`src/rtl/uart_sts_pkg.sv`:
```
package uart_sts_pkg;
  localparam int NFLAG   = 3;
  localparam int F_TXE   = 0;
  localparam int F_RXF   = 1;
  localparam int F_OVR   = 2;
  localparam int DATA_W  = 8;

  typedef logic [NFLAG-1:0] flag_vec_t;
endpackage

```
`src/rtl/sts_arm_tracker.sv`:
```
module sts_arm_tracker #(
  parameter int N = 3
) (
  input  logic         clk,
  input  logic         rst_n,
  input  logic         reg_rd,
  input  logic         reg_wr,
  input  logic [N-1:0] wdata,
  input  logic [N-1:0] flags,
  output logic [N-1:0] sw_clr
);
  logic [N-1:0] arm;

  for (genvar i = 0; i < N; i++) begin : g_arm
    always_ff @(posedge clk or negedge rst_n) begin
      if (!rst_n)      arm[i] <= 1'b0;
      else if (reg_wr) arm[i] <= 1'b0;
      else if (reg_rd) arm[i] <= flags[i];
    end
    assign sw_clr[i] = reg_wr & arm[i] & ~wdata[i];
  end
endmodule

```
`src/rtl/sts_flag_cell.sv`:
```
module sts_flag_cell #(
  parameter logic RST_VAL = 1'b0
) (
  input  logic clk,
  input  logic rst_n,
  input  logic set_ev,
  input  logic clr_ev,
  output logic q
);
  always_ff @(posedge clk or negedge rst_n) begin
    if (!rst_n)      q <= RST_VAL;
    else if (set_ev) q <= 1'b1;
    else if (clr_ev) q <= 1'b0;
  end
endmodule

```
`src/rtl/sts_rx_hold.sv`:
```
module sts_rx_hold #(
  parameter int W = 8
) (
  input  logic         clk,
  input  logic         rst_n,
  input  logic         load,
  input  logic [W-1:0] din,
  output logic [W-1:0] dout
);
  always_ff @(posedge clk or negedge rst_n) begin
    if (!rst_n)    dout <= '0;
    else if (load) dout <= din;
  end
endmodule

```
`src/rtl/uart_status_flags.sv`:
```
module uart_status_flags
  import uart_sts_pkg::*;
(
  input  logic              clk,
  input  logic              rst_n,
  input  logic              tx_en,
  input  logic              rx_en,
  input  logic              tx_ie,
  input  logic              rx_ie,
  input  logic              reg_rd,
  input  logic              reg_wr,
  input  logic [NFLAG-1:0]  reg_wdata,
  output logic [NFLAG-1:0]  stat_rdata,
  input  logic              dma_tx_wr,
  input  logic              dma_rx_rd,
  input  logic              tx_load,
  input  logic              rx_done,
  input  logic [DATA_W-1:0] rx_byte,
  output logic [DATA_W-1:0] rx_data,
  output logic              tx_irq,
  output logic              rx_irq
);
  flag_vec_t flags;
  flag_vec_t sw_clr;
  flag_vec_t set_ev;
  flag_vec_t clr_ev;
  logic      frame_ok;
  logic      accept;
  logic      overrun;

  assign frame_ok = rx_done & rx_en;
  assign accept   = frame_ok & ~flags[F_RXF];
  assign overrun  = frame_ok &  flags[F_RXF];

  always_comb begin
    set_ev         = '0;
    clr_ev         = sw_clr;
    set_ev[F_TXE]  = ~tx_en | tx_load;
    set_ev[F_RXF]  = accept;
    set_ev[F_OVR]  = overrun;
    clr_ev[F_TXE]  = sw_clr[F_TXE] | dma_tx_wr;
    clr_ev[F_RXF]  = sw_clr[F_RXF] | dma_rx_rd;
  end

  sts_arm_tracker #(.N(NFLAG)) u_arm (
    .clk    (clk),
    .rst_n  (rst_n),
    .reg_rd (reg_rd),
    .reg_wr (reg_wr),
    .wdata  (reg_wdata),
    .flags  (flags),
    .sw_clr (sw_clr)
  );

  for (genvar i = 0; i < NFLAG; i++) begin : g_flag
    localparam logic RV = (i == F_TXE);
    sts_flag_cell #(.RST_VAL(RV)) u_cell (
      .clk    (clk),
      .rst_n  (rst_n),
      .set_ev (set_ev[i]),
      .clr_ev (clr_ev[i]),
      .q      (flags[i])
    );
  end

  sts_rx_hold #(.W(DATA_W)) u_hold (
    .clk   (clk),
    .rst_n (rst_n),
    .load  (accept),
    .din   (rx_byte),
    .dout  (rx_data)
  );

  assign stat_rdata = flags;
  assign tx_irq     = flags[F_TXE] & tx_ie;
  assign rx_irq     = flags[F_RXF] & rx_ie;
endmodule

```
`config.mk`:
```
export PLATFORM = sky130hd
export DESIGN_NAME = uart_status_flags
export DESIGN_NICKNAME = d
export VERILOG_FILES = /design/src/rtl/uart_sts_pkg.sv /design/src/rtl/sts_arm_tracker.sv /design/src/rtl/sts_flag_cell.sv /design/src/rtl/sts_rx_hold.sv /design/src/rtl/uart_status_flags.sv
export SDC_FILE = /design/constraint.sdc
export NUM_CORES = 1
export LEC_CHECK = 0
export BUFFER_PORTS_ARGS = -buffer_cell sky130_fd_sc_hd__buf_2
export CORE_AREA = 4 4 45 47
export DETAILED_ROUTE_END_ITERATION = 6
export DIE_AREA = 0 0 49 51
export PLACE_DENSITY = 0.74
export SLEW_MARGIN = 20
export SYNTH_ARGS = -nofsm -noshare
export SYNTH_HDL_FRONTEND = slang
export SYNTH_HIERARCHICAL = 1
export SYNTH_SLANG_ARGS = --single-unit
```
`constraint.sdc`:
```
create_clock -name clk -period 1.4 [get_ports clk]
set_input_delay 0.14 -clock clk [delete_from_list [all_inputs] [get_ports clk]]
set_output_delay 0.14 -clock clk [all_outputs]
set_load 0.02 [all_outputs]
```
==> out/results.ini, run 1 <==
[worst_setup_path]
r2r-start=g_flag[1].u_cell/q
r2r_end=u_hold/dout[4]
crit_start=g_flag[1].u_cell/q
end_kind=flop
slowest_delay_ps=420
slowest_stage=dfrtp_1
critPathMaxFanout=9
crit_arrival_ps=1440
cp-start-kind=flop
critical_path.cell_chain=and3b_1, buf_4, mux2_4
reg2reg_depth=3
r2r_slack_ps=120
path_class=flop to flop
required_ps=1560
endpoint=u_hold/dout[4]

[clock_tree]
tritoncts=done
clock-root-buffer=clkbuf_4
cts.sinks=14
cts_buffer_depth=2
htree_num_levels=1
cts_buffers=3
cts_resized=0
clk_pin_slew_ps=80
clock_latency_ps=270

[worst_hold_path]
hold_class=primary input to flop

[power]
power_density_nw_per_um2=1319
peakVddDrop_v=0.0008565
cellLeakagePower_nw=0.4839

[die]
ios=36
die_w_um=49
core_area_um2=1652
row_count=15
dieArea_um2=2499
die_h_um=51
initial_utilization_pct=38.11

[grt]
grt_pass1_wl_um=1828
grt_usage_pct=9.429
antenna_found_initial=0
grt_max_degree=15
grt_pass1_vias=444
grt_overflow_total=0

[final_layout]
final_cell_mix=buf_2, dfrtp_1, mux2_4, nor2_1
design_area_um2=868.3
mostFrequentLayoutCell=buf_2
drive_gt1_share_pct=57.95
fill_cells=152
layout.nets=112
area_growth_syn_to_layout_pct=37.97
antenna-diode-count=0

[timing]
slew_viol_final=0
hold_viol=0
setup_viol=0
clock.fmax_mhz=782.0
tightestPinTransition_ps=301.5
worst_clock_skew_ps=2.358
min_period_ps=1279
rsz0062_at_grt=no
min_period_over_period_pct=91.34
slew-limit-headroom_pct=79.90
finalSetupTns_ps=0

[yosys]
ys_warn_count=6
syn_inst=48
ys_seq_elements=14
syn_area_per_cell_um2=13.11
synth_area_um2=629.4
synthesis.nets=71
ys_seq_area_share_pct=55.86
ys_types=15

[routing]
drc=0
drtPass1Iterations=2
totalWireLength_um=1187
detail-route-antenna-nets=0
drt_iter0_markers=4
viasPerCell=4.476
vias=470
wire_per_inst_um=11.30

[place]
gp_congestion=0.6664
io_buffers=35
dpl_cell_area_um2=822.0

[run_status]
status=finished clean

[flow_run]
cap_violations=0

cells in the mapped netlist:
cell / n / share of area (%)
nand2b_1: 1 / 0.99
buf_6: 1 / 1.8
and2_1: 1 / 0.99
mux2i_1: 3 / 4.8
nor2_1: 6 / 3.6
and3_2: 1 / 1.2
a21o_1: 3 / 3.6
mux2_4: 8 / 19
or2_1: 2 / 2.0
and2_2: 1 / 1.2
and3b_1: 1 / 1.4
nand2_1: 3 / 1.8
inv_1: 3 / 1.8
dfrtp_1: 13 / 52
dfstp_2: 1 / 4.2
layer usage:
layer	routed length, um	GRT usage, %	share of wire (%)
met5	0	0	0
met4	0	4.036	0
met3	141	3.790	12
met2	535	15.87	45
met1	510	10.48	43
through the flow:
step	power (mW)	hold slack, ps	instances	util, %	setup slack, ps
after floorplan	0.7445	-155.6	48	-	98.61
final	1.146	89.60	105	52.58	121.2
after CTS	1.165	81.12	105	52.58	103.2
after global routing	1.212	70.23	105	52.58	66.28
after detailed placement	0.8725	48.54	100	49.77	128.9
after global placement	0.8656	41.32	100	49.77	164.0
sequential cells by signal (all words and copies together), names as in the netlist:
register	flops
u_arm/arm	3
g_flag.u_cell/q	3
u_hold/dout	8
power breakdown:
part	total, mW	internal [mW]	switching [mW]
clock	0.283	0.158	0.125
sequential	0.523	0.480	0.0429
combinational	0.340	0.170	0.170
total	1.15	0.808	0.338
repair_timing:
item,CTS,global route
hold buffers,1,0
buffers inserted,0,0
endpoints found under the hold margin,13,0
logic make-up after synthesis:
group / count (synthesis) / synth area share, %
muxes: 11 / 23.86
AOI/OAI and AO/OA: 3 / 3.578
DFF: 14 / 55.87
buffers and inverters: 4 / 3.578
and+or+nand+nor: 16 / 13.12
worst max-delay path, delay by kind of cell, from the launching register on:
kind                   cells  cell delay (ps)
flip-flops                 1              420
AND/OR/NAND/NOR            1              230
buffers and inverters      1              200
multiplexers               1              320
worst min path at each step:
| stage | start | to | cells past startpoint |
|---|---|---|---|
| 2_1_floorplan | rst_n | g_flag[1].u_cell/q | 0 |
| 3_3_place_gp | rst_n | u_hold/dout[6] | 1 |
| 3_5_place_dp | rst_n | u_hold/dout[6] | 1 |
| 4_1_cts | rx_byte[2] | u_hold/dout[2] | 2 |
| 5_1_grt | rx_byte[5] | u_hold/dout[5] | 2 |
| 6_report | reg_wr | u_arm/arm[2] | 2 |
final cells by class:
cell class                      instances  area, um^2  share of cell area [%]
Sequential cell                        14       351.6                   40.49
Multi-Input combinational cell         30       255.2                   29.39
Inverter                                3       11.26                   1.297
Clock buffer                            4       36.28                   4.179
Timing Repair Buffer                   37       192.7                   22.19
Tap cell                               17       21.27                   2.450
Note: power is estimated with default switching activity, not from simulation.
==> run 2: changes to the inputs <==
--- a/config.mk
+++ b/config.mk
@@ -9,7 +9,7 @@
 export CORE_AREA = 4 4 45 47
 export DETAILED_ROUTE_END_ITERATION = 6
 export DIE_AREA = 0 0 49 51
-export PLACE_DENSITY = 0.74
+export PLACE_DENSITY = 0.77
 export SLEW_MARGIN = 20
 export SYNTH_ARGS = -nofsm -noshare
 export SYNTH_HDL_FRONTEND = slang
==> run 2 against run 1 <==
Against the previous run: flip-flop and latch count unchanged; combinational power about the same; utilization unchanged; clock power about the same; wire length decreased by 3.0%; first-iteration DRC count decreased by 25%; count of clock-buffer cells in the layout unchanged; global-route usage increased by 0.55 points; critical path type unchanged; worst hold slack improved by 4.4 ps; largest power group unchanged; sequential share of layout area unchanged.
==> out/results.ini, run 2 (synthesis results as in run 1) <==
[timing]
rsz0062_at_grt=no
holdWs_ps=94.03  ; +4.424 ps
slew-limit-headroom_pct=80.10  ; +0.20 points
worst_clock_skew_ps=5.557  ; +3.199 ps
slew_viol_final=0  ; unchanged
tightestPinTransition_ps=298.4  ; -3.051 ps
hold_viol=0  ; unchanged
clock.fmax_mhz=791.0  ; +1.2%
min_period_ps=1264  ; -14.56 ps
finalSetupTns_ps=0  ; unchanged
setup_viol=0  ; unchanged
min_period_over_period_pct=90.30  ; -1.0 points

[worst_hold_path]
holdPathEnd=u_hold/dout[2]
min_from=rx_byte[2]
whs_path_depth=2  ; unchanged
hold_class=primary input to flop

[clock_tree]
hold_buffers=1  ; unchanged
clock_latency_ps=270  ; about the same
post_cts_buffers=0  ; unchanged
clock-root-buffer=clkbuf_4
cts_buffer_depth=2  ; unchanged
clk_pin_slew_ps=90  ; about the same
cts.sinks=14  ; unchanged
cts_resized=0  ; unchanged
htree_num_levels=1  ; unchanged
cts_buffers=3  ; unchanged
tritoncts=done

[die]
dieArea_um2=2499  ; unchanged
ios=36  ; unchanged
die_h_um=51  ; unchanged
initial_utilization_pct=38.11  ; unchanged
row_count=15  ; unchanged
die_w_um=49  ; unchanged
core_area_um2=1652  ; unchanged

[worst_setup_path]
required_ps=1550  ; about the same
critical_path.cell_chain=and3b_1, buf_4, mux2_4
reg2reg_depth=3  ; unchanged
r2r-start=g_flag[1].u_cell/q
r2r_end=u_hold/dout[4]
cp-start-kind=flop
critPathMaxFanout=9  ; unchanged
slowest_stage=dfrtp_1
slowest_delay_ps=420  ; about the same
crit_arrival_ps=1420  ; -20 ps
end_kind=flop
path_class=flop to flop
r2r_slack_ps=140  ; about the same

[routing]
detail-route-antenna-nets=0  ; unchanged
totalWireLength_um=1151  ; -3.0%
drt_iter0_markers=3  ; -1
drtPass1Iterations=3  ; +1
wire_per_inst_um=10.96  ; -3.0%
viasPerCell=4.400  ; -1.7%
drc=0  ; unchanged
vias=462  ; -1.7%

[grt]
grt_pass1_wl_um=1973  ; +7.9%
grt_pass1_vias=469  ; +5.6%
grt_max_degree=15  ; unchanged
antenna_found_initial=0  ; unchanged
grt_overflow_total=0  ; unchanged
grt_usage_pct=9.975  ; +0.55 points

[power]
switching_share_pct=29.26  ; -0.24 points
peakVddDrop_v=0.0006832  ; -20%
power_frac_seq_pct=45.8  ; +0.2 points
power_frac_clock_pct=24.6  ; about the same
power_density_nw_per_um2=1314  ; -0.38%
comb_power_share_pct=29.6  ; about the same
p_int_uw=807.3  ; about the same
cellLeakagePower_nw=0.4839  ; unchanged
p_total_mw=1.141  ; -0.38%
p_switching_uw=334.0  ; -1.2%

[final_layout]
seqCellArea_um2=351.6  ; unchanged
design_area_um2=868.3  ; unchanged
area_growth_syn_to_layout_pct=37.97  ; unchanged
stdcell_count=105  ; unchanged
top_register=u_hold/dout
drive_gt1_share_pct=57.95  ; unchanged
multi_input_area_um2=255.2  ; unchanged
mostFrequentLayoutCell=buf_2
fill_cells=159  ; +4.6%
antenna-diode-count=0  ; unchanged
final_cell_mix=buf_2, dfrtp_1, mux2_4, nor2_1
layout.nets=112  ; unchanged
reg_top3=u_hold/dout (8), g_flag.u_cell/q (3), u_arm/arm (3)
largest_reg_flops=8  ; unchanged

[place]
gp_congestion=0.6808  ; +2.2%
dpl_cell_area_um2=822.0  ; unchanged
io_buffers=35  ; unchanged
place_hpwl_um=944
placedCellCount=100  ; unchanged

[flow_run]
cap_violations=0  ; unchanged

[run_status]
status=finished clean

run 2: cell counts in the layout (fill, tap and decap cells not counted):
Identical to the previous run, type by type.
run 2: power by group through the flow:
stage / clock network, mW / registers, mW / logic, mW
after CTS: 0.288 / 0.525 / 0.344
after detailed placement: 0 / 0.529 / 0.343
final: 0.280 / 0.523 / 0.338
after global routing: 0.313 / 0.536 / 0.364
after global placement: 0 / 0.529 / 0.336
after floorplan: 0 / 0.612 / 0.132
run 2: layout make-up:
class	count	share of cell area, %
sequential	14	40.49
multi-input combinational	30	29.39
timing repair buffer	37	22.19
clock buffer	4	4.179
tap	17	2.450
inverter	3	1.297
run 2: per-layer routing:
| metal | wire length [um] | part of all wire [%] | GRT usage, % | up-vias |
|---|---|---|---|---|
| met5 | 0 | 0 | 0 | - |
| met4 | 0 | 0 | 2.691 | 0 |
| met3 | 129 | 11 | 3.499 | 0 |
| met2 | 507 | 44 | 16.52 | 24 |
| met1 | 514 | 45 | 12.27 | 201 |
| li1 | - | - | - | 237 |
run 2: worst max-delay path, delay by kind of cell (launching register included):
| family | cells | cell delay [ps] |
|---|---|---|
| buffers and inverters | 1 | 200 |
| multiplexers | 1 | 310 |
| flip-flops | 1 | 420 |
| AND/OR/NAND/NOR | 1 | 220 |
run 2: how the worst max path moves through the flow:
stage	endpoint	slack (ps)	depth (start not counted)	from
2_1_floorplan	u_hold/dout[0]	100	3	g_flag[1].u_cell/q
3_3_place_gp	u_hold/dout[2]	170	3	g_flag[1].u_cell/q
3_5_place_dp	u_hold/dout[4]	130	3	g_flag[1].u_cell/q
4_1_cts	u_hold/dout[4]	120	3	g_flag[1].u_cell/q
5_1_grt	u_hold/dout[4]	60	3	g_flag[1].u_cell/q
6_report	u_hold/dout[4]	140	3	g_flag[1].u_cell/q
run 2: per-stage QoR:
stage | util [%] | worst slack [ps]
after global placement | 49.77 | 165.3
after global routing | 52.58 | 55.57
after floorplan | - | 98.61
after detailed placement | 49.77 | 128.7
final | 52.58 | 135.8
after CTS | 52.58 | 115.2
==> run 3: changes to the inputs <==
--- a/config.mk
+++ b/config.mk
@@ -6,12 +6,10 @@
 export NUM_CORES = 1
 export LEC_CHECK = 0
 export BUFFER_PORTS_ARGS = -buffer_cell sky130_fd_sc_hd__buf_2
-export CORE_AREA = 4 4 45 47
+export CORE_AREA = 4 4 44 46
 export DETAILED_ROUTE_END_ITERATION = 6
-export DIE_AREA = 0 0 49 51
-export PLACE_DENSITY = 0.77
-export SLEW_MARGIN = 20
+export DIE_AREA = 0 0 48 50
+export PLACE_DENSITY = 0.79
 export SYNTH_ARGS = -nofsm -noshare
 export SYNTH_HDL_FRONTEND = slang
-export SYNTH_HIERARCHICAL = 1
 export SYNTH_SLANG_ARGS = --single-unit
==> run 3 against run 2 <==
Against the previous run: worst hold slack worse by 56 ps; synthesized cell count down 10%; clock power about the same; area after synthesis down 4.2%; maximum frequency up 2.4%; largest power group unchanged.
==> out/results.ini, run 3 <==
[run_status]
status=finished clean

[yosys]
synth-xor-area-share_pct=0  ; unchanged
synth_area_um2=603.1  ; -4.2%
synth_compound_area_share_pct=3.942  ; +0.36 points
synthTopCellsByArea=dfrtp_1, mux2_2, mux2i_1
ys_types=16  ; +1
yosysMostFrequentCell=dfrtp_1
ys.flop_type=dfrtp_1
synth.top_cell.area_share_pct=53.94  ; +2.3 points
syn_area_per_cell_um2=14.03  ; +7.0%
synth_edf_count=0  ; unchanged
synth_mux_area_share_pct=19.92  ; -3.9 points
synthesis.nets=66  ; -7.0%
synth_area_leader_cell=dfrtp_1
async_flop_share_pct=100.0  ; unchanged
synth_adder_area_share_pct=0  ; unchanged
ys_seq_elements=14  ; unchanged
synthSimpleGateAreaFrac_pct=12.86  ; -0.26 points
ys_warn_count=0  ; -6
synthTopCellsByCount=dfrtp_1, mux2_2, buf_4, mux2i_1, nor2_1
syn_inst=43  ; -10%
synth_top_family_by_area=multiplexers
ys_seq_area_share_pct=58.30  ; +2.4 points

[final_layout]
final_cell_mix=buf_2, dfrtp_1, mux2_2
stdcell_count=96  ; -8.6%
largest_reg_flops=8  ; unchanged
mostFrequentLayoutCell=buf_2
top_register=u_hold.dout
layout.nets=104  ; -7.1%
area_growth_syn_to_layout_pct=36.31
drive_gt1_share_pct=62.50  ; +4.5 points
reg_top3=u_hold.dout (8), g_flag.u_cell.q (3), u_arm.arm (3)
antenna-diode-count=0  ; unchanged
fin_util_pct=54.57  ; +2.0 points

[worst_setup_path]
r2r-start=g_flag[1].u_cell.q
path_class=flop to primary output
critPathMaxFanout=4  ; -5
cp-start-kind=flop
cp.buffers_inverters=1  ; unchanged
slowest_delay_ps=560  ; +140 ps
cpLargestDelayFamily=flip-flops
crit_arrival_ps=1090  ; -330 ps
slowest_stage=dfstp_2
crit_start=g_flag[0].u_cell.q
required_ps=1260  ; -290 ps
critical_path.cell_chain=and2_1, buf_2
end_kind=primary output

[routing]
totalWireLength_um=1254  ; +8.9%
detail-route-antenna-nets=0  ; unchanged
vias=467  ; +1.1%
drt_iter0_markers=1  ; -2
wire_per_inst_um=13.06  ; +19%
drc=0  ; unchanged
viasPerCell=4.865  ; +11%
drtPass1Iterations=2  ; -1

[timing]
slew_viol_final=0  ; unchanged
finalSetupTns_ps=0  ; unchanged
rsz0062_at_grt=no
worst_clock_skew_ps=1.162  ; -4.395 ps
clock.fmax_mhz=810.3  ; +2.4%
min_period_ps=1234  ; -30.15 ps
slew-limit-headroom_pct=79.50  ; -0.60 points
min_period_over_period_pct=88.15  ; -2.2 points
setup_viol=0  ; unchanged
hold_viol=0  ; unchanged
tightestPinTransition_ps=307.5  ; +9.007 ps
holdWs_ps=37.79  ; -56.23 ps

[grt]
grt_usage_pct=12.51  ; +2.5 points
grt_overflow_total=0  ; unchanged
grt_max_degree=15  ; unchanged
grt_pass1_vias=515  ; +9.8%
grt_pass1_wl_um=2125  ; +7.7%
antenna_found_initial=0  ; unchanged

[clock_tree]
cts_buffer_depth=2  ; unchanged
cts_buffers=3  ; unchanged
cts.sinks=14  ; unchanged
clock-root-buffer=clkbuf_4
htree_num_levels=1  ; unchanged
tritoncts=done
post_cts_buffers=0  ; unchanged
cts_resized=0  ; unchanged
clock_latency_ps=270  ; about the same
clk_pin_slew_ps=80  ; about the same

[power]
p_total_mw=1.111  ; -2.6%
power_density_nw_per_um2=1352  ; +2.9%
cellLeakagePower_nw=0.4483  ; -7.3%
peakVddDrop_v=0.001023  ; +50%

[die]
die_w_um=48  ; -2.0%
die_h_um=50  ; -2.0%
initial_utilization_pct=40.03  ; +1.9 points
dieArea_um2=2400  ; -4.0%
core_area_um2=1506  ; -8.8%
ios=36  ; unchanged
row_count=14  ; -1

[place]
place_hpwl_um=1016  ; +7.7%
placedCellCount=91  ; -9.0%
gp_congestion=0.6936  ; +1.9%
io_buffers=35  ; unchanged

[worst_hold_path]
min_from=tx_en
hold_class=primary input to flop

[flow_run]
cap_violations=0  ; unchanged

## run 3: cell types whose count changed after synthesis, sizes merged
cell    before  now
or2          2    0
nand3b       0    2
o21ai        0    1
and3b        1    2
o311ai       0    1
nand2b       1    0
or2b         0    1
a32o         0    1
and3         1    0
buf          1    3
a21o         3    0
inv          3    2
nor2         6    3
nand2        3    0
## run 3: report_power, final
part | internal, mW | total [mW] | switching, mW
Combinational | 0.140 | 0.309 | 0.169
Clock | 0.158 | 0.283 | 0.125
Sequential | 0.480 | 0.519 | 0.0392
## run 3: area by class of cell
cell class	instances	area, um^2
clock buffer	4	36.28
fill	131	684.4
inverter	2	7.507
multi-input combinational	24	221.5
sequential	14	351.6
tap	16	20.02
timing repair buffer	36	185.2
## run 3: path summary, 6_finish.rpt
kind,end,slack (ps),cells after the start
setup / recovery,tx_irq,170,2
min in group asynchronous,u_arm.arm[2],280,2
hold / removal,g_flag[0].u_cell.q,40,2
max in group asynchronous,g_flag[0].u_cell.q,830,2
setup reg to reg,u_hold.dout[6],270,2
hold reg to reg,u_hold.dout[3],500,1
## run 3: metrics by stage
stage	worst slack, ps	area [um^2]
after floorplan	379.7	603.1
after global placement	339.3	775.7
after detailed placement	277.5	775.7
after CTS	153.2	822.0
after global routing	106.6	822.0
final	165.9	822.0
## run 3: layer usage
metal / global-route usage (%) / vias up / routed length (um)
met5: 0 / - / 0
met4: 5.381 / 0 / 28
met3: 5.818 / 2 / 175
met2: 20.04 / 27 / 592
met1: 13.51 / 215 / 458
li1: - / 223 / -
## run 3: timing repair
action | CTS | global route
hold buffers | 1 | 0
setup endpoints to repair | 0 | 0
endpoints found under the hold margin | 13 | 0
## run 3: kinds of logic (layout without fill, tap and decap cells)
family | count (synthesis) | in the layout
flops | 14 | 14
mux | 11 | 11
compound gates | 3 | 3
buf+inv | 5 | 42
simple gates | 10 | 10
